### src/rtl/irq_unit_pkg.sv
`timescale 1ns/1ps
// Package: event bit encoding and register select codes for the interrupt unit.
// Assumes a 16-bit register width; bit positions are fixed by software.
package irq_unit_pkg;
    localparam int REG_W = 16;
    localparam logic [REG_W-1:0] EV_RX_DONE   = 16'h0001;
    localparam logic [REG_W-1:0] EV_RX_NODESC = 16'h0002;
    localparam logic [REG_W-1:0] EV_RX_FULL   = 16'h0004;
    localparam logic [REG_W-1:0] EV_RX_EARLY  = 16'h0008;
    localparam logic [REG_W-1:0] EV_TX_DONE   = 16'h0010;
    localparam logic [REG_W-1:0] EV_TX_EARLY  = 16'h0080;
    localparam logic [REG_W-1:0] EV_CNT_OVF   = 16'h0100;
    localparam logic [REG_W-1:0] EV_LINK_CHG  = 16'h0200;
    localparam logic [REG_W-1:0] EV_DEFINED   = EV_RX_DONE | EV_RX_NODESC | EV_RX_FULL |
                                                EV_RX_EARLY | EV_TX_DONE | EV_TX_EARLY |
                                                EV_CNT_OVF | EV_LINK_CHG;
    localparam logic SEL_PENDING = 1'b0;
    localparam logic SEL_ENABLE  = 1'b1;
endpackage

### src/rtl/irq_event_latch.sv
`timescale 1ns/1ps
// Module: sticky pending register. Each defined bit is set by an event pulse
// and cleared by a clearing read; a pulse in the clear cycle wins.
// Assumes clr_i is a single-cycle strobe. Undefined bits are tied to zero.
module irq_event_latch #(
    parameter int              W     = 16,
    parameter logic [W-1:0]    VALID = 16'h039F
) (
    input  logic         clk,
    input  logic         rst_n,
    input  logic [W-1:0] evt_i,
    input  logic         clr_i,
    output logic [W-1:0] pend_o
);
    genvar i;
    generate
        for (i = 0; i < W; i++) begin : g_bit
            if (VALID[i]) begin : g_live
                logic bit_q;
                // Purpose: hold one pending event until a clearing read.
                always_ff @(posedge clk) begin
                    if (!rst_n)        bit_q <= 1'b0;
                    else if (evt_i[i]) bit_q <= 1'b1;
                    else if (clr_i)    bit_q <= 1'b0;
                end
                assign pend_o[i] = bit_q;
            end else begin : g_dead
                assign pend_o[i] = 1'b0;
            end
        end
    endgenerate

    // pending bits never drop without a clearing read.
    assert_sticky_R2: assert property (@(posedge clk) disable iff (!rst_n)
        !clr_i |=> ((pend_o & $past(pend_o)) == $past(pend_o)));
    // a defined event is pending after its edge, even during a clear.
    assert_keep_new_R4: assert property (@(posedge clk) disable iff (!rst_n)
        ((evt_i & VALID) != '0) |=> ((pend_o & $past(evt_i & VALID)) == $past(evt_i & VALID)));
    // a clear leaves only the events of the clearing cycle.
    assert_clear_on_read_R3: assert property (@(posedge clk) disable iff (!rst_n)
        clr_i |=> ((pend_o & ~$past(evt_i)) == '0));
endmodule

### src/rtl/irq_enable_reg.sv
`timescale 1ns/1ps
// Module: enable (mask) register. Loads the defined bits of write data on a
// write strobe; undefined bits stay zero. Assumes wr_i is already decoded.
module irq_enable_reg #(
    parameter int           W     = 16,
    parameter logic [W-1:0] VALID = 16'h039F
) (
    input  logic         clk,
    input  logic         rst_n,
    input  logic         wr_i,
    input  logic [W-1:0] wdata_i,
    output logic [W-1:0] en_o
);
    logic [W-1:0] en_q;

    // Purpose: capture the new enable mask on a write.
    always_ff @(posedge clk) begin
        if (!rst_n)    en_q <= '0;
        else if (wr_i) en_q <= wdata_i & VALID;
    end
    assign en_o = en_q;

    // the mask changes only on a write.
    assert_enable_hold_R7: assert property (@(posedge clk) disable iff (!rst_n)
        !wr_i |=> $stable(en_o));
endmodule

### src/rtl/irq_readback.sv
`timescale 1ns/1ps
// Module: registered read-data path. On a read strobe it captures the selected
// register; otherwise it holds. Assumes sel_i uses the package select codes.
module irq_readback #(
    parameter int W = 16
) (
    input  logic         clk,
    input  logic         rst_n,
    input  logic         rd_i,
    input  logic         sel_i,
    input  logic [W-1:0] pend_i,
    input  logic [W-1:0] en_i,
    output logic [W-1:0] rdata_o
);
    import irq_unit_pkg::*;
    logic [W-1:0] rdata_q;

    // Purpose: latch the addressed register value for the host.
    always_ff @(posedge clk) begin
        if (!rst_n)    rdata_q <= '0;
        else if (rd_i) rdata_q <= (sel_i == SEL_ENABLE) ? en_i : pend_i;
    end
    assign rdata_o = rdata_q;

    // read data only changes after a read strobe.
    assert_rdata_hold_R3: assert property (@(posedge clk) disable iff (!rst_n)
        !rd_i |=> $stable(rdata_o));
endmodule

### src/rtl/irq_status_unit.sv
`timescale 1ns/1ps
// Module: top of the interrupt status and mask unit. Decodes host strobes,
// keeps the pending and enable registers and drives a level interrupt.
// Assumes single-cycle strobes and events; read and write share addr_i.
module irq_status_unit #(
    parameter int                                W     = irq_unit_pkg::REG_W,
    parameter logic [irq_unit_pkg::REG_W-1:0]    VALID = irq_unit_pkg::EV_DEFINED
) (
    input  logic         clk,
    input  logic         rst_n,
    input  logic [W-1:0] evt_i,
    input  logic         rd_en_i,
    input  logic         wr_en_i,
    input  logic         addr_i,
    input  logic [W-1:0] wdata_i,
    output logic [W-1:0] rdata_o,
    output logic         irq_o
);
    import irq_unit_pkg::*;

    logic [W-1:0] pend;
    logic [W-1:0] en;
    logic         clr_pend;
    logic         wr_mask;

    assign clr_pend = rd_en_i && (addr_i == SEL_PENDING);
    assign wr_mask  = wr_en_i && (addr_i == SEL_ENABLE);

    irq_event_latch #(.W(W), .VALID(VALID)) u_latch (
        .clk(clk), .rst_n(rst_n), .evt_i(evt_i), .clr_i(clr_pend), .pend_o(pend)
    );

    irq_enable_reg #(.W(W), .VALID(VALID)) u_enable (
        .clk(clk), .rst_n(rst_n), .wr_i(wr_mask), .wdata_i(wdata_i), .en_o(en)
    );

    irq_readback #(.W(W)) u_rb (
        .clk(clk), .rst_n(rst_n), .rd_i(rd_en_i), .sel_i(addr_i),
        .pend_i(pend), .en_i(en), .rdata_o(rdata_o)
    );

    // Purpose: assert the request while any pending source is enabled.
    assign irq_o = |(pend & en);

    // writing an all-zero mask silences the interrupt at once.
    assert_mask_off_R7: assert property (@(posedge clk) disable iff (!rst_n)
        (wr_en_i && addr_i == SEL_ENABLE && wdata_i == '0) |=> !irq_o);
    // a write to the pending address never clears pending bits.
    assert_no_pending_write_R9: assert property (@(posedge clk) disable iff (!rst_n)
        (wr_en_i && !rd_en_i && addr_i == SEL_PENDING) |=>
            ((pend & $past(pend)) == $past(pend)));
    // undefined bits never appear on read data.
    assert_undef_zero_R5: assert property (@(posedge clk) disable iff (!rst_n)
        (rdata_o & ~VALID) == '0);
endmodule

### config.mk
export PLATFORM = sky130hd
export DESIGN_NAME = irq_status_unit
export DESIGN_NICKNAME = d
export VERILOG_FILES = /design/src/rtl/irq_unit_pkg.sv /design/src/rtl/irq_event_latch.sv /design/src/rtl/irq_enable_reg.sv /design/src/rtl/irq_readback.sv /design/src/rtl/irq_status_unit.sv
export SDC_FILE = /design/constraint.sdc
export NUM_CORES = 1
export LEC_CHECK = 0
export BUFFER_PORTS_ARGS = -buffer_cell sky130_fd_sc_hd__buf_2
export CAP_MARGIN = 20
export CORE_UTILIZATION = 47
export DETAILED_ROUTE_END_ITERATION = 16
export GPL_TIMING_DRIVEN = 0
export PLACE_DENSITY_LB_ADDON = 0.15
export SLEW_MARGIN = 40
export SYNTH_ARGS = -nofsm -noshare
export SYNTH_HDL_FRONTEND = slang
export SYNTH_SLANG_ARGS = --single-unit
### constraint.sdc
create_clock -name clk -period 1.2 [get_ports clk]
set_input_delay 0.06 -clock clk [delete_from_list [all_inputs] [get_ports clk]]
set_output_delay 0.06 -clock clk [all_outputs]
set_load 0.01 [all_outputs]
**Word-level counts from Yosys, hierarchy flattened**

Cells that the tools add are included.

- Register bits: 32
- Logic and storage cells: 33

- Muxes and demuxes: 10
- Bitwise operators: 2
- Reduce and logical (&&, ||, !) cells: 11

Operators by type and width:

| kind | number |
|---|---|
| $reduce_bool A2 Y1 | 8 |
| $reduce_or A16 Y1 | 1 |
| $and A10 B10 Y10 | 1 |
| $mux W10 | 1 |
| $mux W1 | 9 |
| $logic_and A1 B1 Y1 | 2 |
| $not A1 Y1 | 1 |

**Depth between registers and ports, before layout**

- Depth in word-level cells: 4
- Mapped depth: 5
- Mapped depth without buffers: 3

**Cells and area by module**

From an unflattened synthesis, not the netlist that was laid out.

- Cells, all modules: 157
- Area total of the unflattened synthesis: 1,569.0 µm²

Modules (own cells, without submodules):

| module | instances | cells each | area each (µm²) | seq. area each (µm²) |
|---|---|---|---|---|
| irq_readback | 1 | 70 | 690.7 | 320.3 |
| irq_event_latch | 1 | 42 | 399.1 | 160.2 |
| irq_enable_reg | 1 | 34 | 365.4 | 160.2 |
| irq_status_unit | 1 | 11 | 113.9 | 0.0 |

**Worst setup path before layout**

No wires, ideal clock.

- Path type: input -> register
- Start: input addr_i
- End: register u_latch.g_bit[0].g_live.bit_q
- Arrival: 0.608 ns
- Data required time: 1.085 ns
- Slack: 0.477 ns
- Cell stages on the path: 5
- Path buffers: 2
- Cell sequence: buf_6 -> nand2b_4 -> buf_6 -> a21oi_1 -> nor2b_1

- Cells in the longest elaborated chain, start to end: 3

Ends and longest elaborated chain:

| item | line | text |
|---|---|---|
| start: declaration | irq_status_unit.sv:14 | `input logic addr_i,` |
| $not A1 Y1 | irq_status_unit.sv:26 | `assign clr_pend = rd_en_i && (addr_i == SEL_PENDING);` |
| $logic_and A1 B1 Y1 | irq_status_unit.sv:26 |  |
| $reduce_bool A2 Y1 (no line) | n/a |  |
| end signal: assignment | irq_event_latch.sv:22 | `if (!rst_n) bit_q <= 1'b0;` |
| end signal: assignment | irq_event_latch.sv:23 | `else if (evt_i[i]) bit_q <= 1'b1;` |
| end signal: assignment | irq_event_latch.sv:24 | `else if (clr_i) bit_q <= 1'b0;` |
| end: declaration | irq_event_latch.sv:19 | `logic bit_q;` |

Every way passes these cells.
A chain may end at the register's enable or synchronous reset.

**Final worst setup path**

- Start: register u_enable.en_q[8], in the netlist u_enable.en_o[8]
- End: output irq_o

- Cells in the longest elaborated chain, start to end: 2

Ends and longest elaborated chain:

| item | line | text |
|---|---|---|
| start: declaration | irq_enable_reg.sv:14 | `logic [W-1:0] en_q;` |
| start signal: assignment | irq_enable_reg.sv:19 | `else if (wr_i) en_q <= wdata_i & VALID;` |
| $and A10 B10 Y10 | irq_status_unit.sv:43 | `assign irq_o = \|(pend & en);` |
| $reduce_or A16 Y1 | irq_status_unit.sv:43 |  |
| end: declaration | irq_status_unit.sv:17 | `output logic irq_o` |

Every way passes these cells.

==> results.json <==
{
  "initial_core_util": 0.515,
  "postRouteAntennaNets": 0,
  "clkTransAtPathRegs_ns": 0.12,
  "ys_types": 16,
  "drive_above_1_share": 0.329,
  "clkSinkCount": 24,
  "rr_worst_depth": 2,
  "dp_slack_ns": 0.337,
  "min-delay-start": "wdata_i[7]",
  "numPortBuffers": 27,
  "rr_endpoint": "u_rb.rdata_o[1]",
  "drt-total-wl_um": 2100,
  "clock.fmax_mhz": 854,
  "hold_viol": 0,
  "syn_inst": 111,
  "fin_nets": 197,
  "setup_viol": 0,
  "clk_root_buffer_cell": "clkbuf_4",
  "synth.most_common_cell": "dfxtp_1",
  "synth_edf_count": 0,
  "wl_per_cell_um": 11.4,
  "worstSetupPathType": "reg -> out",
  "syn_area_per_cell_um2": 9.39,
  "p_clk_frac": 0.227,
  "h-tree-depth": 1,
  "ys_top_cells_by_count": "dfxtp_1, a21oi_1, buf_4, nand2_1",
  "num_vias": 898,
  "clock_latency_ns": 0.30,
  "synth_seq_cells": 24,
  "ir_worst_vdd_uv": 806,
  "critPathLaunch": "u_enable.en_o[8]",
  "p_sw_w": 0.000378,
  "dp_hpwl_um": 1490,
  "min_period_ns": 1.17,
  "grt_pass1_wl_um": 3640,
  "yosys_warnings": 0,
  "drtIter0Drc": 10,
  "n_antenna_cell": 0,
  "p_int_w": 0.00111,
  "overflow": 0,
  "antenna_found_initial": 0,
  "fp.dieArea_um2": 2410,
  "drtPass1Iterations": 4,
  "yosysTopAreaCellShare": 0.461,
  "reg2reg_slack_ns": 0.48,
  "grt_pass1_vias": 874,
  "min_path_cells": 3,
  "pwr-share-comb": 0.179,
  "report.final.slew_viol_count": 0,
  "period_share": 0.976,
  "cap_violations": 0,
  "die_y_um": 49.1,
  "fp.dieW_um": 49.1,
  "min_to": "u_enable.en_o[7]",
  "status": "finished, final reports clean",
  "rsz0062_at_grt": "true",
  "row_count": 16,
  "hold_path.class": "in -> reg",
  "synthToLayoutAreaGrowth_pct": 32.9,
  "finalSetupTns_ns": 0,
  "grt_start_max_net_pins": 13,
  "via_per_inst": 4.85,
  "ioPinCount": 54,
  "syn-cell-area_um2": 1040,
  "cts_tree": "done",
  "synth_top_cells_by_area": "dfxtp_1, a21oi_1, mux2i_1, buf_4, a21boi_0",
  "switching_share": 0.254,
  "grt_usage": 0.195,
  "ys.flop_type": "dfxtp_1",
  "synth_top_cell_by_area": "dfxtp_1",
  "fin_ws_ns": 0.0286,
  "async_flop_share": 0,
  "r2r-start": "u_enable.en_o[1]",
  "clock_path_buffers": 2,
  "worstPathArrival_ns": 1.11,
  "coreArea_um2": 2020,
  "gp_congestion": 0.745,
  "yosysSeqAreaShare": 0.461,
  "crit_fanout": 3,
  "design_area_um2": 1390,
  "seq_power_share": 0.594,
  "required_ns": 1.14,
  "cp-end-kind": "primary output",
  "skew_ns": 0.00294,
  "place_area_um2": 1240,
  "drc": 0,
  "p_per_area_nw_per_um2": 1070,
  "p_leak_nw": 0.622,
  "start_kind": "flop",
  "cts_buffers": 3
}
## layout by cell type (no fill, tap or decap)
cell	instances
a21boi_0	8
a21oi_1	16
a22oi_2	4
buf_2	27
buf_4	9
buf_6	3
buf_8	1
clkbuf_1	2
clkbuf_4	3
conb_1	8
dfxtp_1	20
dfxtp_2	4
dlygate4sd3_1	10
mux2i_1	8
nand2_1	9
nand2b_4	1
nand3_1	8
nand4_1	1
nor2b_1	8
o21ai_0	8
## worst max-delay path, stage by stage (launching register included)
cell,delay (ns)
dfxtp_2,0.35
a22oi_2,0.18
nand4_1,0.13
buf_2,0.16
## worst max path at each step
stage / to / slack [ns]
global route: irq_o / -0.03
finish: irq_o / 0.03
global placement: irq_o / 0.35
CTS: irq_o / 0.00008
floorplan: u_latch.g_bit[0].g_live.bit_q / 0.48
detailed placement: u_rb.rdata_o[7] / 0.34
## sequential cells by signal (all words and copies together), names as in the netlist
| register | cells |
|---|---|
| u_latch.g_bit.g_live.bit_q | 8 |
| u_enable.en_o | 8 |
| u_rb.rdata_o | 8 |
## area by class of cell
class                           count  area [µm²]
Buffer                             15         124
Clock buffer                        3        22.5
Fill cell                         178         637
Multi-Input combinational cell     79         484
Sequential cell                    24         485
Tap cell                           27        33.8
Timing Repair Buffer               37         235
## layer usage
metal  wire, µm  global-route usage
met3         76              0.0374
met1        956               0.232
met4          0              0.0588
met2       1070               0.349
met5          0                   0
## metrics by stage
step                hold slack, ns  utilization  power, W  std cells
global route                0.0122        0.685   0.00157        185
floorplan                    0.199            -   0.00105        118
finish                     0.00318        0.685   0.00149        185
global placement             0.285        0.612   0.00112        172
CTS                       0.000883        0.675   0.00149        185
detailed placement           0.296        0.612   0.00113        172
## cell families (layout without fill, tap and decap cells)
kind of cell	after synthesis	after routing	synth area share
and+or+nand+nor	27	27	0.138
AOI/OAI and AO/OA	36	36	0.202
DFF	24	24	0.461
buffers and inverters	15	55	0.119
other	1	8	0.00360
muxes	8	8	0.0768
## power groups by stage
stage	Clock, W	Sequential, W	Combinational, W
after detailed placement	0	0.000895	0.000235
after floorplan	0	0.000897	0.000150
after global placement	0	0.000891	0.000231
after CTS	0.000351	0.000877	0.000262
final	0.000338	0.000883	0.000265
after global routing	0.000390	0.000890	0.000292
## repair_timing
action	4_1_cts	5_1_grt
endpoints found under the hold margin	10	0
setup buffers	0	0
hold buffers	10	0
pin swaps	0	1
gates resized for setup	1	7
setup endpoints to repair	1	1
Note: power is estimated with default switching activity, not from simulation.
